File: src/rtl/ckg_pkg.sv
package ckg_pkg;
  localparam int MODE_W      = 4;
  localparam int DATA_W      = 16;
  localparam int RUN_SEL_LSB = 0;
  localparam int LP_SEL_LSB  = 4;
  localparam int FREEZE_BIT  = 8;

  typedef enum logic [MODE_W-1:0] {
    MODE_RESET = 4'd0,
    MODE_TEST  = 4'd1,
    MODE_SAFE  = 4'd2,
    MODE_DRUN  = 4'd3,
    MODE_RUN0  = 4'd4,
    MODE_RUN1  = 4'd5,
    MODE_RUN2  = 4'd6,
    MODE_RUN3  = 4'd7,
    MODE_HALT0 = 4'd8,
    MODE_STOP0 = 4'd10
  } ckgMode_e;

  typedef struct packed {
    logic wrRun;
    logic wrLp;
    logic wrPctl;
    logic capture;
    logic useLive;
  } ckgStrobe_t;

  function automatic logic isRunMode(logic [MODE_W-1:0] m);
    return (m >= MODE_TEST) && (m <= MODE_RUN3);
  endfunction

  function automatic logic isLpMode(logic [MODE_W-1:0] m);
    return (m == MODE_HALT0) || (m == MODE_STOP0);
  endfunction
endpackage

File: src/rtl/ckg_ctrl.sv
module ckg_ctrl
  import ckg_pkg::*;
#(
  parameter int NUM_PERIPH = 16,
  parameter int NUM_POLICY = 8,
  parameter int ADDR_W     = 6
) (
  input  logic              clk,
  input  logic              rstN,
  input  logic              wrEn,
  input  logic [ADDR_W-1:0] addr,
  input  logic              modeReq,
  input  logic [MODE_W-1:0] reqMode,
  input  logic              dbgActive,
  output ckgStrobe_t        strobe,
  output logic [MODE_W-1:0] evalMode
);
  localparam int LP_BASE   = NUM_POLICY;
  localparam int PCTL_BASE = 2 * NUM_POLICY;
  localparam int PCTL_END  = PCTL_BASE + NUM_PERIPH;

  logic [MODE_W-1:0] activeMode;

  always_ff @(posedge clk or negedge rstN) begin
    if (!rstN) activeMode <= MODE_DRUN;
    else if (modeReq) activeMode <= reqMode;
  end

  always_comb begin
    strobe.wrRun   = wrEn && (addr < ADDR_W'(LP_BASE));
    strobe.wrLp    = wrEn && (addr >= ADDR_W'(LP_BASE)) && (addr < ADDR_W'(PCTL_BASE));
    strobe.wrPctl  = wrEn && (addr >= ADDR_W'(PCTL_BASE)) && (addr < ADDR_W'(PCTL_END));
    strobe.capture = modeReq;
    strobe.useLive = modeReq || dbgActive;
    evalMode       = modeReq ? reqMode : activeMode;
  end
endmodule

File: src/rtl/ckg_regs.sv
module ckg_regs
  import ckg_pkg::*;
#(
  parameter int NUM_PERIPH = 16,
  parameter int NUM_POLICY = 8,
  parameter int ADDR_W     = 6,
  parameter int SEL_W      = 3,
  parameter int POL_W      = 16,
  parameter int PCTL_W     = 7
) (
  input  logic                                  clk,
  input  logic                                  rstN,
  input  ckgStrobe_t                            strobe,
  input  logic [ADDR_W-1:0]                     addr,
  input  logic [DATA_W-1:0]                     wrData,
  output logic [DATA_W-1:0]                     rdData,
  output logic [NUM_POLICY-1:0][POL_W-1:0]      evalRun,
  output logic [NUM_POLICY-1:0][POL_W-1:0]      evalLp,
  output logic [NUM_PERIPH-1:0][PCTL_W-1:0]     evalPctl
);
  localparam int LP_BASE   = NUM_POLICY;
  localparam int PCTL_BASE = 2 * NUM_POLICY;

  logic [NUM_POLICY-1:0][POL_W-1:0]  swRun, swLp, actRun, actLp;
  logic [NUM_PERIPH-1:0][PCTL_W-1:0] swPctl, actPctl;
  logic [PCTL_W-1:0]                 wrPctlVal;

  assign wrPctlVal = {wrData[FREEZE_BIT], wrData[LP_SEL_LSB +: SEL_W],
                      wrData[RUN_SEL_LSB +: SEL_W]};

  always_ff @(posedge clk or negedge rstN) begin
    if (!rstN) begin
      swRun  <= '1;
      swLp   <= '1;
      swPctl <= '0;
    end else begin
      for (int k = 0; k < NUM_POLICY; k++) begin
        if (strobe.wrRun && addr == ADDR_W'(k)) swRun[k] <= wrData[POL_W-1:0];
        if (strobe.wrLp && addr == ADDR_W'(LP_BASE + k)) swLp[k] <= wrData[POL_W-1:0];
      end
      for (int p = 0; p < NUM_PERIPH; p++) begin
        if (strobe.wrPctl && addr == ADDR_W'(PCTL_BASE + p)) swPctl[p] <= wrPctlVal;
      end
    end
  end

  always_ff @(posedge clk or negedge rstN) begin
    if (!rstN) begin
      actRun  <= '1;
      actLp   <= '1;
      actPctl <= '0;
    end else if (strobe.capture) begin
      actRun  <= swRun;
      actLp   <= swLp;
      actPctl <= swPctl;
    end
  end

  assign evalRun  = strobe.useLive ? swRun  : actRun;
  assign evalLp   = strobe.useLive ? swLp   : actLp;
  assign evalPctl = strobe.useLive ? swPctl : actPctl;

  always_comb begin
    rdData = '0;
    for (int k = 0; k < NUM_POLICY; k++) begin
      if (addr == ADDR_W'(k)) rdData = DATA_W'(swRun[k]);
      if (addr == ADDR_W'(LP_BASE + k)) rdData = DATA_W'(swLp[k]);
    end
    for (int p = 0; p < NUM_PERIPH; p++) begin
      if (addr == ADDR_W'(PCTL_BASE + p)) begin
        rdData[RUN_SEL_LSB +: SEL_W] = swPctl[p][SEL_W-1:0];
        rdData[LP_SEL_LSB +: SEL_W]  = swPctl[p][2*SEL_W-1:SEL_W];
        rdData[FREEZE_BIT]           = swPctl[p][2*SEL_W];
      end
    end
  end
endmodule

File: src/rtl/ckg_gate.sv
module ckg_gate
  import ckg_pkg::*;
#(
  parameter int NUM_PERIPH = 16,
  parameter int NUM_POLICY = 8,
  parameter int SEL_W      = 3,
  parameter int POL_W      = 16,
  parameter int PCTL_W     = 7
) (
  input  logic                              clk,
  input  logic                              rstN,
  input  logic [NUM_POLICY-1:0][POL_W-1:0]  evalRun,
  input  logic [NUM_POLICY-1:0][POL_W-1:0]  evalLp,
  input  logic [NUM_PERIPH-1:0][PCTL_W-1:0] evalPctl,
  input  logic [MODE_W-1:0]                 evalMode,
  input  logic                              freezeOn,
  output logic [NUM_PERIPH-1:0]             clkEn
);
  logic [NUM_PERIPH-1:0] nextEn;
  logic runSel, lpSel;

  assign runSel = isRunMode(evalMode);
  assign lpSel  = isLpMode(evalMode);

  for (genvar p = 0; p < NUM_PERIPH; p++) begin : g_periph
    logic [SEL_W-1:0] runIdx, lpIdx;
    logic             frozen;
    assign runIdx = evalPctl[p][SEL_W-1:0];
    assign lpIdx  = evalPctl[p][2*SEL_W-1:SEL_W];
    assign frozen = freezeOn && evalPctl[p][2*SEL_W];
    always_comb begin
      if (frozen)      nextEn[p] = 1'b0;
      else if (runSel) nextEn[p] = evalRun[runIdx][evalMode];
      else if (lpSel)  nextEn[p] = evalLp[lpIdx][evalMode];
      else             nextEn[p] = 1'b0;
    end
  end

  always_ff @(posedge clk or negedge rstN) begin
    if (!rstN) clkEn <= '1;
    else       clkEn <= nextEn;
  end
endmodule

File: src/rtl/ckg_top.sv
module ckg_top
  import ckg_pkg::*;
#(
  parameter int NUM_PERIPH = 16,
  parameter int NUM_POLICY = 8,
  parameter int ADDR_W     = 6
) (
  input  logic                  clk,
  input  logic                  rstN,
  input  logic                  wrEn,
  input  logic [ADDR_W-1:0]     addr,
  input  logic [DATA_W-1:0]     wrData,
  output logic [DATA_W-1:0]     rdData,
  input  logic                  modeReq,
  input  logic [MODE_W-1:0]     reqMode,
  input  logic                  dbgActive,
  output logic [NUM_PERIPH-1:0] clkEn
);
  localparam int SEL_W  = $clog2(NUM_POLICY);
  localparam int POL_W  = 1 << MODE_W;
  localparam int PCTL_W = 2 * SEL_W + 1;

  ckgStrobe_t                        strobe;
  logic [MODE_W-1:0]                 evalMode;
  logic [NUM_POLICY-1:0][POL_W-1:0]  evalRun, evalLp;
  logic [NUM_PERIPH-1:0][PCTL_W-1:0] evalPctl;

  ckg_ctrl #(.NUM_PERIPH(NUM_PERIPH), .NUM_POLICY(NUM_POLICY), .ADDR_W(ADDR_W)) u_ctrl (
    .clk(clk), .rstN(rstN), .wrEn(wrEn), .addr(addr), .modeReq(modeReq),
    .reqMode(reqMode), .dbgActive(dbgActive), .strobe(strobe), .evalMode(evalMode)
  );

  ckg_regs #(.NUM_PERIPH(NUM_PERIPH), .NUM_POLICY(NUM_POLICY), .ADDR_W(ADDR_W),
             .SEL_W(SEL_W), .POL_W(POL_W), .PCTL_W(PCTL_W)) u_regs (
    .clk(clk), .rstN(rstN), .strobe(strobe), .addr(addr), .wrData(wrData),
    .rdData(rdData), .evalRun(evalRun), .evalLp(evalLp), .evalPctl(evalPctl)
  );

  ckg_gate #(.NUM_PERIPH(NUM_PERIPH), .NUM_POLICY(NUM_POLICY), .SEL_W(SEL_W),
             .POL_W(POL_W), .PCTL_W(PCTL_W)) u_gate (
    .clk(clk), .rstN(rstN), .evalRun(evalRun), .evalLp(evalLp), .evalPctl(evalPctl),
    .evalMode(evalMode), .freezeOn(dbgActive), .clkEn(clkEn)
  );
endmodule

File: config.mk
export PLATFORM = sky130hd
export DESIGN_NAME = ckg_top
export DESIGN_NICKNAME = d
export VERILOG_FILES = /design/src/rtl/ckg_pkg.sv /design/src/rtl/ckg_ctrl.sv /design/src/rtl/ckg_regs.sv /design/src/rtl/ckg_gate.sv /design/src/rtl/ckg_top.sv
export SDC_FILE = /design/constraint.sdc
export NUM_CORES = 2
export LEC_CHECK = 0
export BUFFER_PORTS_ARGS = -buffer_cell sky130_fd_sc_hd__buf_2
export CAP_MARGIN = 10
export CELL_PAD_IN_SITES_DETAIL_PLACEMENT = 1
export CELL_PAD_IN_SITES_GLOBAL_PLACEMENT = 2
export CORE_ASPECT_RATIO = 0.75
export CORE_MARGIN = 5
export CORE_UTILIZATION = 46
export CTS_CLUSTER_DIAMETER = 50
export DETAILED_ROUTE_END_ITERATION = 8
export PLACE_DENSITY_LB_ADDON = 0.05
export SLEW_MARGIN = 20
export SYNTH_ARGS = -nofsm -noshare
export SYNTH_HDL_FRONTEND = slang
export SYNTH_SLANG_ARGS = --single-unit
File: constraint.sdc
create_clock -name clk -period 3.7 [get_ports clk]
set_clock_uncertainty 0.05 [all_clocks]
set_input_delay 0.185 -clock clk [delete_from_list [all_inputs] [get_ports clk]]
set_output_delay 0.185 -clock clk [all_outputs]
set_load 0.1 [all_outputs]
==> results.toml <==
[run_status]
status = "complete, no violations"

[power]
p_leak_nw = 19.0
powerDensity_nw_per_um2 = 533
ir_drop_mv = 0.628

[drt]
drc = 0
wl_per_cell_um = 39.8
wl_um = 222000
vias = 42600
viasPerCell = 7.64
drtIter0Drc = 6604
drt_pre_antenna_iters = 7
ant_nets = 0

[global_routing]
antenna_found_initial = 18
grt_pass1_vias = 43600
grt_first_pass_wirelength_um = 319000
grt_start_max_net_pins = 96
overflow = 0
grt.total_usage = 0.418

[synthesis]
ys_ff_latch = 564
syn_nets = 4354
synth_edf_count = 0
synth-main-ff-cell = "dfstp_2"
syn-cell-area_um2 = 44800
yosys.cell_types.count = 82
syn_avg_cell_area_um2 = 10.4
yosys_warnings = 0
async_flop_share = 1.00
netlist_instances = 4323
synth-seq-area-share = 0.325

[timing]
maxSlewViolCount = 0
setup_viol = 0
fin_crit_sh = 0.968
grt_setup_unrepaired = "no"
final_hold_viol_count = 0
layout_min_cycle_time_ps = 3580
relSlewSlack = 0.251
tns_ps = 0
fmax_ghz = 0.279
tightest_slew_ps = 1120

[setup_path]
r2r-end = "u_gate.clkEn[12]"
r2r_start = "u_regs.swPctl[85]"
cp_data_required_time_ps = 3460
end_kind = "output port"
crit_path_end = "rdData[5]"
rrSetupSlack_ps = 640
path_class = "reg -> out"
startpoint_type = "flip-flop"
critPathMaxFanout = 19
rr_worst_depth = 9
startpoint = "u_regs.swRun[37]"
crit_arrival_ps = 3350

[clock_network]
htreeDepth = 3
cts_root_buf = "clkbuf_16"
clkLatencyLatePin_ps = 710
cts_buffers = 78
clock_sinks = 564
clockBufferDepth = 3
clk_pin_slew_ps = 60
cts_tree = "built"

[placement]
place_congestion = 0.956
dp.final_hpwl_um = 154000
io_buffers = 62

[cells_and_area]
final_common_cell = "mux2_2"
mostFrequentLayoutCells = "mux2_2 (579), dfstp_2 (348), mux2i_1 (275)"
syn_to_final_growth_pct = 11.3
drive_above_1_share = 0.402
fin_nets = 4225
post-route-util = 0.515

[die]
placementRows = 99
dieArea_um2 = 104000
initial_utilization = 0.462
die_h_um = 280
die_w_um = 371
core-area_um2 = 97000
io_pins = 63

[hold_path]
hold_path.class = "in -> reg"

[job]
maxCapViolCount = 0
final cells by class:
class                           count  area, µm²
Clock inverter                     45        669
Sequential cell                   564      14600
Multi-Input combinational cell   3178      27800
Fill cell                       10200      47100
Tap cell                         1313       1640
Timing Repair Buffer              347       3000
Clock buffer                       95       2110
Antenna cell                        8       20.0
Inverter                           25       93.8
cells in the mapped netlist, types with 17 or more instances:
library cell,n,share of area
a311oi_1,80,0.016
nand2_1,230,0.019
dfstp_2,354,0.21
nor4_1,18,0.0025
buf_1,30,0.0025
mux2i_1,289,0.065
buf_2,151,0.017
or4_1,18,0.0030
a31oi_1,40,0.0056
buf_4,21,0.0035
o22ai_1,65,0.0091
nor2_1,238,0.020
inv_1,25,0.0021
o21ai_0,140,0.016
nor3b_1,64,0.011
mux4_2,239,0.12
nor2b_1,40,0.0056
and3_1,46,0.0064
mux2_2,579,0.15
o211ai_1,62,0.010
nand3_1,35,0.0039
a211oi_1,140,0.023
a2111oi_0,31,0.0061
a22oi_1,64,0.011
or3_1,23,0.0032
nor3_1,151,0.017
a21oi_1,236,0.026
dfrtp_1,210,0.12
nand4_1,33,0.0046
clkbuf_1,334,0.028
buf_6,17,0.0043
a32oi_1,30,0.0059
a221oi_1,36,0.0070
critical path, cell delays in order, from the launching register on:
cell     delay, ps
dfstp_4        930
a21oi_1        110
o21ai_0        160
a21oi_1         90
o31a_1         370
o22ai_1        240
a21oi_1        130
o22ai_1        360
buf_12         230
logic make-up after synthesis:
| group | count (synthesis) | share of synthesized area |
|---|---|---|
| flops | 564 | 0.325 |
| buf+inv | 581 | 0.0584 |
| simple gates | 953 | 0.106 |
| compound gates | 1092 | 0.170 |
| mux | 1133 | 0.341 |
flip-flops by register name, summed over array words and instances (netlist names):
name / flops
u_regs.actRun: 64
u_regs.swPctl: 112
u_regs.swLp: 128
u_gate.clkEn: 16
u_regs.swRun: 128
u_regs.actPctl: 96
u_ctrl.activeMode: 4
u_regs.actLp: 16
timing repair:
item,CTS,global route
hold buffers,13,0
setup endpoints to repair,2,3
pin swaps,0,0
resized for setup,2,5
buffers inserted,0,1
hold endpoints to repair,215,0
report_power, final:
| group | switching, mW | internal [mW] |
|---|---|---|
| sequential | 2.27 | 7.48 |
| combinational | 5.07 | 3.67 |
| clock | 3.43 | 4.70 |
worst min path at each step:
stage | start | to | slack [ps] | cells past startpoint
3_3_place_gp | rstN | u_regs.actPctl[4] | 260 | 1
2_1_floorplan | rstN | u_ctrl.activeMode[2] | -160 | 0
4_1_cts | wrData[1] | u_regs.swPctl[64] | 80 | 3
5_1_grt | wrData[1] | u_regs.swPctl[64] | 100 | 3
3_5_place_dp | rstN | u_regs.actPctl[4] | 270 | 1
6_report | wrData[1] | u_regs.swPctl[36] | 130 | 3
metal layers:
layer,global-route usage,up-vias,routed length (µm)
li1,-,16600,-
met1,0.583,22100,89600
met2,0.588,3138,91300
met3,0.142,710,29200
met4,0.192,8,12000
met5,0,-,40
stage by stage:
step	hold WS [ps]	setup WS, ps	instance area [µm²]	power (mW)	instances
floorplan	-161	168	44800	14.3	4323
global placement	262	365	47000	17.7	5413
detailed placement	269	266	47000	18.1	5413
CTS	75.0	1.04	49900	26.2	5566
global route	103	31.2	49900	27.3	5568
finish	125	117	49900	26.6	5575
Power figures use the tool's default switching activity.
